===== src/rtl/sdlp_pkg.sv =====
package sdlp_pkg;

    typedef enum logic [1:0] {
        LP_OFF   = 2'd0,
        LP_SELF  = 2'd1,
        LP_PDOWN = 2'd2,
        LP_DEEP  = 2'd3
    } lp_mode_e;

    typedef struct packed {
        logic cs_n;
        logic ras_n;
        logic cas_n;
        logic we_n;
    } sd_cmd_t;

    localparam sd_cmd_t CMD_NOP  = 4'b0111;
    localparam sd_cmd_t CMD_PRE  = 4'b0010;
    localparam sd_cmd_t CMD_AREF = 4'b0001;
    localparam sd_cmd_t CMD_DPD  = 4'b0110;

    typedef enum logic [3:0] {
        ST_ACT, ST_PRE, ST_TRP, ST_AREF, ST_TRC,
        ST_SREF, ST_SR, ST_SRX,
        ST_PD, ST_PDX,
        ST_DPDE, ST_DPD, ST_LOST
    } seq_state_e;

    typedef enum logic [1:0] {
        GOAL_REF, GOAL_SELF, GOAL_DEEP
    } goal_e;

    typedef struct packed {
        logic    cke;
        sd_cmd_t cmd;
        logic    ready;
        logic    reinit;
    } pin_drive_t;

    // Pin levels for each sequencer state
    function automatic pin_drive_t drive_for(seq_state_e s);
        pin_drive_t d;
        d.cke    = 1'b1;
        d.cmd    = CMD_NOP;
        d.ready  = 1'b0;
        d.reinit = 1'b0;
        case (s)
            ST_ACT:  d.ready = 1'b1;
            ST_PRE:  d.cmd   = CMD_PRE;
            ST_AREF: d.cmd   = CMD_AREF;
            ST_SREF: begin d.cke = 1'b0; d.cmd = CMD_AREF; end
            ST_SR:   d.cke = 1'b0;
            ST_PD:   d.cke = 1'b0;
            ST_DPDE: begin d.cke = 1'b0; d.cmd = CMD_DPD; end
            ST_DPD:  d.cke = 1'b0;
            ST_LOST: d.reinit = 1'b1;
            default: ;
        endcase
        return d;
    endfunction

endpackage


===== src/rtl/sdlp_idle_timer.sv =====
module sdlp_idle_timer #(
    parameter int CW = 16
) (
    input  logic          clk,
    input  logic          rst,
    input  logic          clear_i,
    input  logic [CW-1:0] limit_i,
    output logic          expired_o
);
    localparam logic [CW-1:0] CNT_MAX = '1;

    logic [CW-1:0] cnt_q;

    always_ff @(posedge clk) begin
        if (rst || clear_i)
            cnt_q <= '0;
        else if (cnt_q != CNT_MAX)
            cnt_q <= cnt_q + 1'b1;
    end

    assign expired_o = (cnt_q >= limit_i);


    idle_clr_chk: assert property (@(posedge clk) disable iff (rst)
        clear_i |=> (cnt_q == '0));

endmodule


===== src/rtl/sdlp_refresh_timer.sv =====
module sdlp_refresh_timer #(
    parameter int CW = 16
) (
    input  logic          clk,
    input  logic          rst,
    input  logic          hold_i,
    input  logic          ack_i,
    input  logic [CW-1:0] interval_i,
    output logic          pend_o
);
    logic [CW-1:0] cnt_q;
    logic          pend_q;
    logic          wrap;

    assign wrap = (cnt_q >= (interval_i - 1'b1));

    always_ff @(posedge clk) begin
        if (rst || hold_i) begin
            cnt_q  <= '0;
            pend_q <= 1'b0;
        end else begin
            cnt_q  <= wrap ? '0 : cnt_q + 1'b1;
            pend_q <= wrap ? 1'b1 : (ack_i ? 1'b0 : pend_q);
        end
    end

    assign pend_o = pend_q;


    hold_clears_chk: assert property (@(posedge clk) disable iff (rst)
        hold_i |=> !pend_o);

endmodule


===== src/rtl/sdlp_seq.sv =====
module sdlp_seq
    import sdlp_pkg::*;
#(
    parameter int TW = 4
) (
    input  logic          clk,
    input  logic          rst,
    input  lp_mode_e      mode_i,
    input  logic          access_i,
    input  logic          idle_exp_i,
    input  logic          ref_pend_i,
    input  logic [TW-1:0] t_rp_i,
    input  logic [TW-1:0] t_rc_i,
    output logic          cke_o,
    output sd_cmd_t       cmd_o,
    output logic          ready_o,
    output logic          reinit_o,
    output logic          ref_ack_o,
    output logic          idle_clr_o,
    output logic          ref_hold_o
);
    localparam logic [TW-1:0] ONE = TW'(1);
    localparam logic [TW-1:0] TWO = TW'(2);

    seq_state_e    state_q, state_d;
    goal_e         goal_q, goal_d;
    logic          pd_ret_q, pd_ret_d;
    logic [TW-1:0] wait_q, wait_d;
    pin_drive_t    drv;

    always_comb begin
        state_d  = state_q;
        goal_d   = goal_q;
        pd_ret_d = pd_ret_q;
        wait_d   = wait_q;
        case (state_q)
            ST_ACT: begin
                if (!access_i) begin
                    if (ref_pend_i) begin
                        state_d  = ST_PRE;
                        goal_d   = GOAL_REF;
                        pd_ret_d = 1'b0;
                    end else begin
                        case (mode_i)
                            LP_SELF:  if (idle_exp_i) begin
                                          state_d = ST_PRE;
                                          goal_d  = GOAL_SELF;
                                      end
                            LP_PDOWN: if (idle_exp_i) state_d = ST_PD;
                            LP_DEEP:  begin
                                          state_d = ST_PRE;
                                          goal_d  = GOAL_DEEP;
                                      end
                            default:  ;
                        endcase
                    end
                end
            end
            ST_PRE: begin
                wait_d  = t_rp_i - TWO;
                state_d = ST_TRP;
            end
            ST_TRP: begin
                if (wait_q == '0) begin
                    case (goal_q)
                        GOAL_REF:  state_d = ST_AREF;
                        GOAL_SELF: state_d = ST_SREF;
                        default:   state_d = ST_DPDE;
                    endcase
                end else begin
                    wait_d = wait_q - ONE;
                end
            end
            ST_AREF: begin
                wait_d  = t_rc_i - TWO;
                state_d = ST_TRC;
            end
            ST_TRC: begin
                if (wait_q == '0) begin
                    state_d  = (pd_ret_q && !access_i) ? ST_PD : ST_ACT;
                    pd_ret_d = 1'b0;
                end else begin
                    wait_d = wait_q - ONE;
                end
            end
            ST_SREF: state_d = ST_SR;
            ST_SR: begin
                if (access_i) begin
                    state_d = ST_SRX;
                    wait_d  = t_rc_i - ONE;
                end
            end
            ST_SRX: begin
                if (wait_q == '0) state_d = ST_ACT;
                else              wait_d  = wait_q - ONE;
            end
            ST_PD: begin
                if (access_i) begin
                    state_d  = ST_PDX;
                    pd_ret_d = 1'b0;
                end else if (ref_pend_i) begin
                    state_d  = ST_PDX;
                    pd_ret_d = 1'b1;
                end
            end
            ST_PDX: begin
                if (pd_ret_q) begin
                    state_d = ST_PRE;
                    goal_d  = GOAL_REF;
                end else begin
                    state_d = ST_ACT;
                end
            end
            ST_DPDE: state_d = ST_DPD;
            ST_DPD:  if (access_i) state_d = ST_LOST;
            ST_LOST: state_d = ST_LOST;
            default: state_d = ST_ACT;
        endcase
    end

    always_ff @(posedge clk) begin
        if (rst) begin
            state_q  <= ST_ACT;
            goal_q   <= GOAL_REF;
            pd_ret_q <= 1'b0;
            wait_q   <= '0;
        end else begin
            state_q  <= state_d;
            goal_q   <= goal_d;
            pd_ret_q <= pd_ret_d;
            wait_q   <= wait_d;
        end
    end

    assign drv        = drive_for(state_q);
    assign cke_o      = drv.cke;
    assign cmd_o      = drv.cmd;
    assign ready_o    = drv.ready;
    assign reinit_o   = drv.reinit;
    assign ref_ack_o  = (state_q == ST_AREF);
    assign idle_clr_o = (state_q != ST_ACT) || access_i;
    assign ref_hold_o = (state_q == ST_SREF) || (state_q == ST_SR) ||
                        (state_q == ST_DPDE) || (state_q == ST_DPD) ||
                        (state_q == ST_LOST);


    busy_stay_chk: assert property (@(posedge clk) disable iff (rst)
        (state_q == ST_ACT && access_i) |=> (state_q == ST_ACT));


    sref_order_chk: assert property (@(posedge clk) disable iff (rst)
        (state_q == ST_SREF) |-> ($past(state_q) == ST_TRP));


    pd_wake_chk: assert property (@(posedge clk) disable iff (rst)
        (state_q == ST_PD && !access_i && ref_pend_i) |=> (state_q == ST_PDX && cke_o));


    sr_exit_chk: assert property (@(posedge clk) disable iff (rst)
        (state_q == ST_SR && access_i) |=> (cke_o && !ready_o));


    lost_sticky_chk: assert property (@(posedge clk) disable iff (rst)
        reinit_o |=> (reinit_o && !ready_o));

endmodule


===== src/rtl/sdram_lp_seq.sv =====
module sdram_lp_seq
    import sdlp_pkg::*;
#(
    parameter int CW = 16,
    parameter int TW = 4
) (
    input  logic          clk,
    input  logic          rst,
    input  logic [1:0]    lp_mode,
    input  logic [CW-1:0] idle_limit,
    input  logic [CW-1:0] ref_interval,
    input  logic          access_req,
    input  logic [TW-1:0] t_rp,
    input  logic [TW-1:0] t_rc,
    output logic          sd_cke,
    output logic          sd_cs_n,
    output logic          sd_ras_n,
    output logic          sd_cas_n,
    output logic          sd_we_n,
    output logic          lp_ready,
    output logic          reinit_req
);
    logic    idle_exp, idle_clr;
    logic    ref_pend, ref_ack, ref_hold;
    sd_cmd_t cmd;

    sdlp_idle_timer #(.CW(CW)) u_idle (
        .clk       (clk),
        .rst       (rst),
        .clear_i   (idle_clr),
        .limit_i   (idle_limit),
        .expired_o (idle_exp)
    );

    sdlp_refresh_timer #(.CW(CW)) u_ref (
        .clk        (clk),
        .rst        (rst),
        .hold_i     (ref_hold),
        .ack_i      (ref_ack),
        .interval_i (ref_interval),
        .pend_o     (ref_pend)
    );

    sdlp_seq #(.TW(TW)) u_seq (
        .clk        (clk),
        .rst        (rst),
        .mode_i     (lp_mode_e'(lp_mode)),
        .access_i   (access_req),
        .idle_exp_i (idle_exp),
        .ref_pend_i (ref_pend),
        .t_rp_i     (t_rp),
        .t_rc_i     (t_rc),
        .cke_o      (sd_cke),
        .cmd_o      (cmd),
        .ready_o    (lp_ready),
        .reinit_o   (reinit_req),
        .ref_ack_o  (ref_ack),
        .idle_clr_o (idle_clr),
        .ref_hold_o (ref_hold)
    );

    assign sd_cs_n  = cmd.cs_n;
    assign sd_ras_n = cmd.ras_n;
    assign sd_cas_n = cmd.cas_n;
    assign sd_we_n  = cmd.we_n;

endmodule


===== config.mk =====
export PLATFORM = sky130hd
export DESIGN_NAME = sdram_lp_seq
export DESIGN_NICKNAME = d
export VERILOG_FILES = /design/src/rtl/sdlp_pkg.sv /design/src/rtl/sdlp_idle_timer.sv /design/src/rtl/sdlp_refresh_timer.sv /design/src/rtl/sdlp_seq.sv /design/src/rtl/sdram_lp_seq.sv
export SDC_FILE = /design/constraint.sdc
export NUM_CORES = 1
export LEC_CHECK = 0
export ABC_AREA = 1
export BUFFER_PORTS_ARGS = -buffer_cell sky130_fd_sc_hd__buf_4
export CELL_PAD_IN_SITES_DETAIL_PLACEMENT = 1
export CELL_PAD_IN_SITES_GLOBAL_PLACEMENT = 1
export CORE_MARGIN = 1
export CORE_UTILIZATION = 25
export DETAILED_ROUTE_END_ITERATION = 6
export PLACE_DENSITY = 0.62
export REMOVE_ABC_BUFFERS = 1
export SLEW_MARGIN = 10
export SYNTH_ARGS = -nofsm -noshare
export SYNTH_HDL_FRONTEND = slang
export SYNTH_SLANG_ARGS = --single-unit

===== constraint.sdc =====
create_clock -name clk -period 3.84 [get_ports clk]
set_clock_uncertainty 0.15 [all_clocks]
set_input_delay 0.576 -clock clk [delete_from_list [all_inputs] [get_ports clk]]
set_output_delay 0.576 -clock clk [all_outputs]
set_load 0.05 [all_outputs]

After elaboration in Yosys (flattened, before gate mapping)
Cells that the tools add are included.
Widths: inputs -> output; s select.

word-level totals
  bits in registers = 44
  latch bits = 0
  memory bits (writable) = 0
  memory bits (read-only) = 0
  input bits = 45
  output and inout port bits = 7
  logic and storage cells = 109
  memories = 0

cells by class
  add/subtract/negate cells = 7
  $mul = 0
  div/mod/pow operators = 0
  magnitude comparators = 2
  eq/ne operators = 31
  shifts and indexed selects = 0
  multiplexer cells = 37
  bitwise gates (word level) = 0
  reductions and logical operators = 25

operators with widths
  cell                   number
  $mux 4                 14
  $pmux 4 s13            1
  $add 16x1->16 const B  2
  $ge 16x16->1           2
  $eq 4x4->1 const B     5
  $eq 4x3->1 const B     4
  $ne 16x16->1 const B   1
  $pmux 4 s4             1
  $sub 16x1->16 const B  1
  $ne 4x4->1 const B     3
  $pmux 4 s3             1
  $mux 1                 11
  $ne 2x2->1 const B     5
  $reduce_and 10->1      1
  $reduce_and 5->1       2
  $pmux 3 s3             1
  $eq 4x2->1 const B     2
  $logic_not 4->1        2
  $mux 2                 4
  $ne 2x1->1 const B     4
  $pmux 2 s2             2
  $pmux 4 s2             1
  $reduce_bool 4->1      2
  $sub 4x1->4 const B    2
  other kinds (17)       28

Logic depth before layout (Yosys ltp)
  depth after elaboration = 7
  mapped depth = 17
  gate-level depth less buffers = 17

Cells and area by module
A second synthesis with hierarchy kept.

second synthesis, totals
  cell total of the unflattened synthesis = 611
  area, all modules = 3,957.5 um2

by module, submodules not included
  module              instances  cells each  area an instance (um2)  seq. area each (um2)
  sdlp_refresh_timer  1          215         1,506.4                 340.3
  sdlp_idle_timer     1          206         1,328.8                 320.3
  sdlp_seq            1          190         1,122.3                 220.2

Worst setup path after synthesis
Ideal clock, no wire load.

  kind = input to register
  start = input ref_interval[1]
  end = register u_ref.cnt_q[3]
  library setup time = 0.117 ns
  data arrival time = 2.721 ns
  required time = 3.573 ns
  slack = 0.852 ns
  stages = 16
  path buffers = 1
  cell sequence = nor2_1 > nand2_1 > nor3_1 > nand2_1 > nor4_1 > xor2_1 > inv_1 > ha_1 > nand2_1 > inv_1 > nand3_1 > nor3_1 > nand3_1 > nand4_4 > buf_6 > nor2_2

between the ends
  cells in the longest elaborated chain, start to end = 3

RTL lines
  item                              RTL line                  RTL
  start: declaration                sdram_lp_seq.sv:11        input logic [CW-1:0] ref_interval,
  $sub 16x1->16                     sdlp_refresh_timer.sv:15  assign wrap = (cnt_q >= (interval_i - 1'b1));
  $ge 16x16->1                      sdlp_refresh_timer.sv:15
  $reduce_or 2->1 (no source line)  --
  end signal: assignment            sdlp_refresh_timer.sv:22  cnt_q <= wrap ? '0 : cnt_q + 1'b1;
  end: declaration                  sdlp_refresh_timer.sv:11  logic [CW-1:0] cnt_q;

No other way between the ends.
A chain may end at the register's enable or synchronous reset.

Worst setup path after layout
  start = input ref_interval[1]
  end = register u_ref.cnt_q[1]

The elaborated chain is that of the path after synthesis.

==> impl_metrics.tcl <==
set metrics [dict create \
    syn_area_per_cell_um2 6.67 \
    routedWlPerCell_um 12.5 \
    start_kind "input pin" \
    grt_usage_pct 14.0 \
    cp_max_fo 16 \
    gp_congestion 0.829 \
    max_freq_mhz 312 \
    cts_tree "done" \
    drive_above_1_share_pct 16.7 \
    synthToLayoutAreaGrowth_pct 20.0 \
    cpMaxStageDelayCell "nand4_4" \
    synth_edf_count 0 \
    ys.flop_type "dfxtp_1" \
    diodes 0 \
    core-area_um2 14500 \
    met3WireLength_um 241 \
    clockBufferDepth 2 \
    fp-row-count 44 \
    drtPass1Iterations 4 \
    post_cts_buffers 0 \
    grt_max_degree 17 \
    drc 0 \
    critical_path_class "in -> reg" \
    maxSlewViolCount 0 \
    clk_latency_ns 0.29 \
    preCtsSetupSlack_ns 0.314 \
    start_util_pct 25.6 \
    htree_levels 2 \
    synth_cells 556 \
    io_buffers 50 \
    status "finished, final reports clean" \
    mostFrequentLayoutCells "106 x nand2_1, 95 x inv_1, 66 x nor2_1, 51 x buf_4, 44 x dfxtp_1" \
    hold_viol 0 \
    num_vias 3619 \
    dieArea_um2 15300 \
    route.met2.wl_mm 4.80 \
    antenna_found_initial 0 \
    power.density_nw_per_um2 447 \
    route.antenna.remaining_nets 0 \
    finalCritPeriodShare_pct 83.5 \
    worstHoldPathType "reg -> reg" \
    clock-sinks 44 \
    die_h_um 124 \
    grt_pass1_wl_mm 17.2 \
    io_pins 52 \
    cts-root-buf "clkbuf_16" \
    crit_buf_inv 4 \
    fin_crit_ns 3.21 \
    cp_data_arrival_time_ns 3.27 \
    numCtsBuffers 5 \
    finalNonFillerCells 796 \
    synth_area_um2 3710 \
    yosys_warnings 0 \
    post_cts_resized 0 \
    setup_viol 0 \
    routed.top_layer "met4" \
    drt-met1-wl_mm 4.80 \
    synth_sequential_area_ratio_pct 23.7 \
    fp.dieW_um 124 \
    cpLargestDelayFamily "simple AND/OR/NAND/NOR gates" \
    final_common_cell "nand2_1" \
    setup.worst_path.end_class "flop" \
    required_ns 3.90 \
    worst_path_largest_cell_delay_ns 0.35 \
    vias_per_cell 4.55 \
    overflow 0 \
    ir_drop_mv 0.179 \
    synth_seq_cells 44 \
    dp_cells 788 \
    synthArstFlopShare_pct 0 \
    drt-total-wl_mm 9.93 \
    ys_types 39 \
    rsz0062_at_grt "false" \
    clk_pin_slew_ns 0.06 \
    cap_viol_max_count 0 \
    tns_ns 0 \
    cts_hold_buf 0 \
    dp_hpwl_mm 8.34 \
    fin_ws_ns 0.634 \
    nets 693 \
    drtIter0Drc 127 \
    critical_path.cell_chain "buf_4 -> nor2_1 -> nand2_1 -> nor3_1 -> nand2_1 -> nor4_1 -> xor2_1 -> inv_1 -> ha_1 -> nand2_1 -> inv_1 -> nand3_1 -> inv_1 -> a21oi_1 -> nand4_4 -> nor2_1" \
    first_global_vias 3862 \
    p_leak_nw 2.15 \
]
-- final cells by class --
class	count	area [um2]
clock buffers	7	143
clock inverters	1	7.51
fillers	1815	10000
inverters	101	379
multi-input cells	408	2430
flip-flops and latches	44	881
well taps	184	230
repair buffers	51	383
-- worst reg2reg max path, stage by stage (launching register included) --
cell	delay [ns]
dfxtp_1	0.45
inv_2	0.11
nand2_4	0.10
inv_1	0.08
nand2_4	0.12
nand2_4	0.11
o21ai_2	0.23
ha_1	0.27
o21ai_0	0.17
nor2_1	0.07
a211oi_1	0.17
-- worst paths after layout --
path	start	end	slack [ns]	depth (start not counted)
hold / removal	u_ref.cnt_q[0]$_SDFF_PP0_	u_ref.cnt_q[0]$_SDFF_PP0_	0.30	1
setup reg to reg	u_seq.state_q[0]$_SDFFE_PP0P_	u_seq.wait_q[1]$_SDFFE_PP0P_	1.72	10
setup / recovery	ref_interval[1]	u_ref.cnt_q[1]$_SDFF_PP0_	0.63	16
hold reg to reg	u_ref.cnt_q[0]$_SDFF_PP0_	u_ref.cnt_q[0]$_SDFF_PP0_	0.30	1
-- layer usage --
layer  vias up  global-route usage (%)
li1       1888                       -
met1      1688                    17.3
met2        39                    25.4
met3         4                    1.51
met4         0                    3.61
met5         -                       0
-- kinds of logic after synthesis --
group | Yosys count | synth area share [%]
AOI/OAI and AO/OA | 70 | 10.7
DFF | 44 | 23.7
and+or+nand+nor | 263 | 33.4
adders and majority gates | 37 | 12.5
buffers and inverters | 104 | 10.8
other | 1 | 0.101
xor gates and xnor gates | 37 | 8.74
-- synth_stat cells, drive strengths merged (2+ instances only) --
| cell type | n | area (um2) |
|---|---|---|
| nand2 | 114 | 463 |
| inv | 100 | 375 |
| nor2 | 86 | 393 |
| dfxtp | 44 | 881 |
| ha | 37 | 463 |
| a21oi | 31 | 155 |
| nand3 | 31 | 165 |
| o21ai | 26 | 141 |
| xnor2 | 22 | 193 |
| xor2 | 15 | 131 |
| nand4 | 14 | 103 |
| nor3 | 14 | 91.3 |
| o22ai | 4 | 31.3 |
| buf | 3 | 22.5 |
| a211oi | 2 | 15.0 |
| a31oi | 2 | 12.5 |
| nor4 | 2 | 12.5 |
| o211ai | 2 | 15.0 |
-- per-stage QoR --
step / util (%) / power, mW / cell area, um2 / hold WS, ns
after floorplan: - / 1.29 / 3690 / 0.267
after global placement: 29.7 / 1.53 / 4300 / 0.277
after detailed placement: 29.7 / 1.57 / 4300 / 0.290
after CTS: 30.7 / 2.02 / 4450 / 0.306
after global routing: 30.7 / 2.17 / 4450 / 0.325
final: 30.7 / 1.99 / 4450 / 0.301
-- report_power, final --
group          leakage [nW]  total, mW  internal (mW)  switching [mW]
Sequential            0.357      0.571          0.516          0.0549
Clock                0.0701      0.441          0.259           0.182
Combinational          1.72      0.975          0.322           0.653
Total                  2.15       1.99           1.10           0.890
-- sequential cells by signal (all words and copies together), names as in the netlist --
register and flops:
u_ref.pend_o 1, u_ref.cnt_q 16, u_idle.cnt_q 16, u_seq.goal_q 2, u_seq.pd_ret_q 1, u_seq.wait_q 4
u_seq.state_q 4
Note: power is estimated with default switching activity, not from simulation.
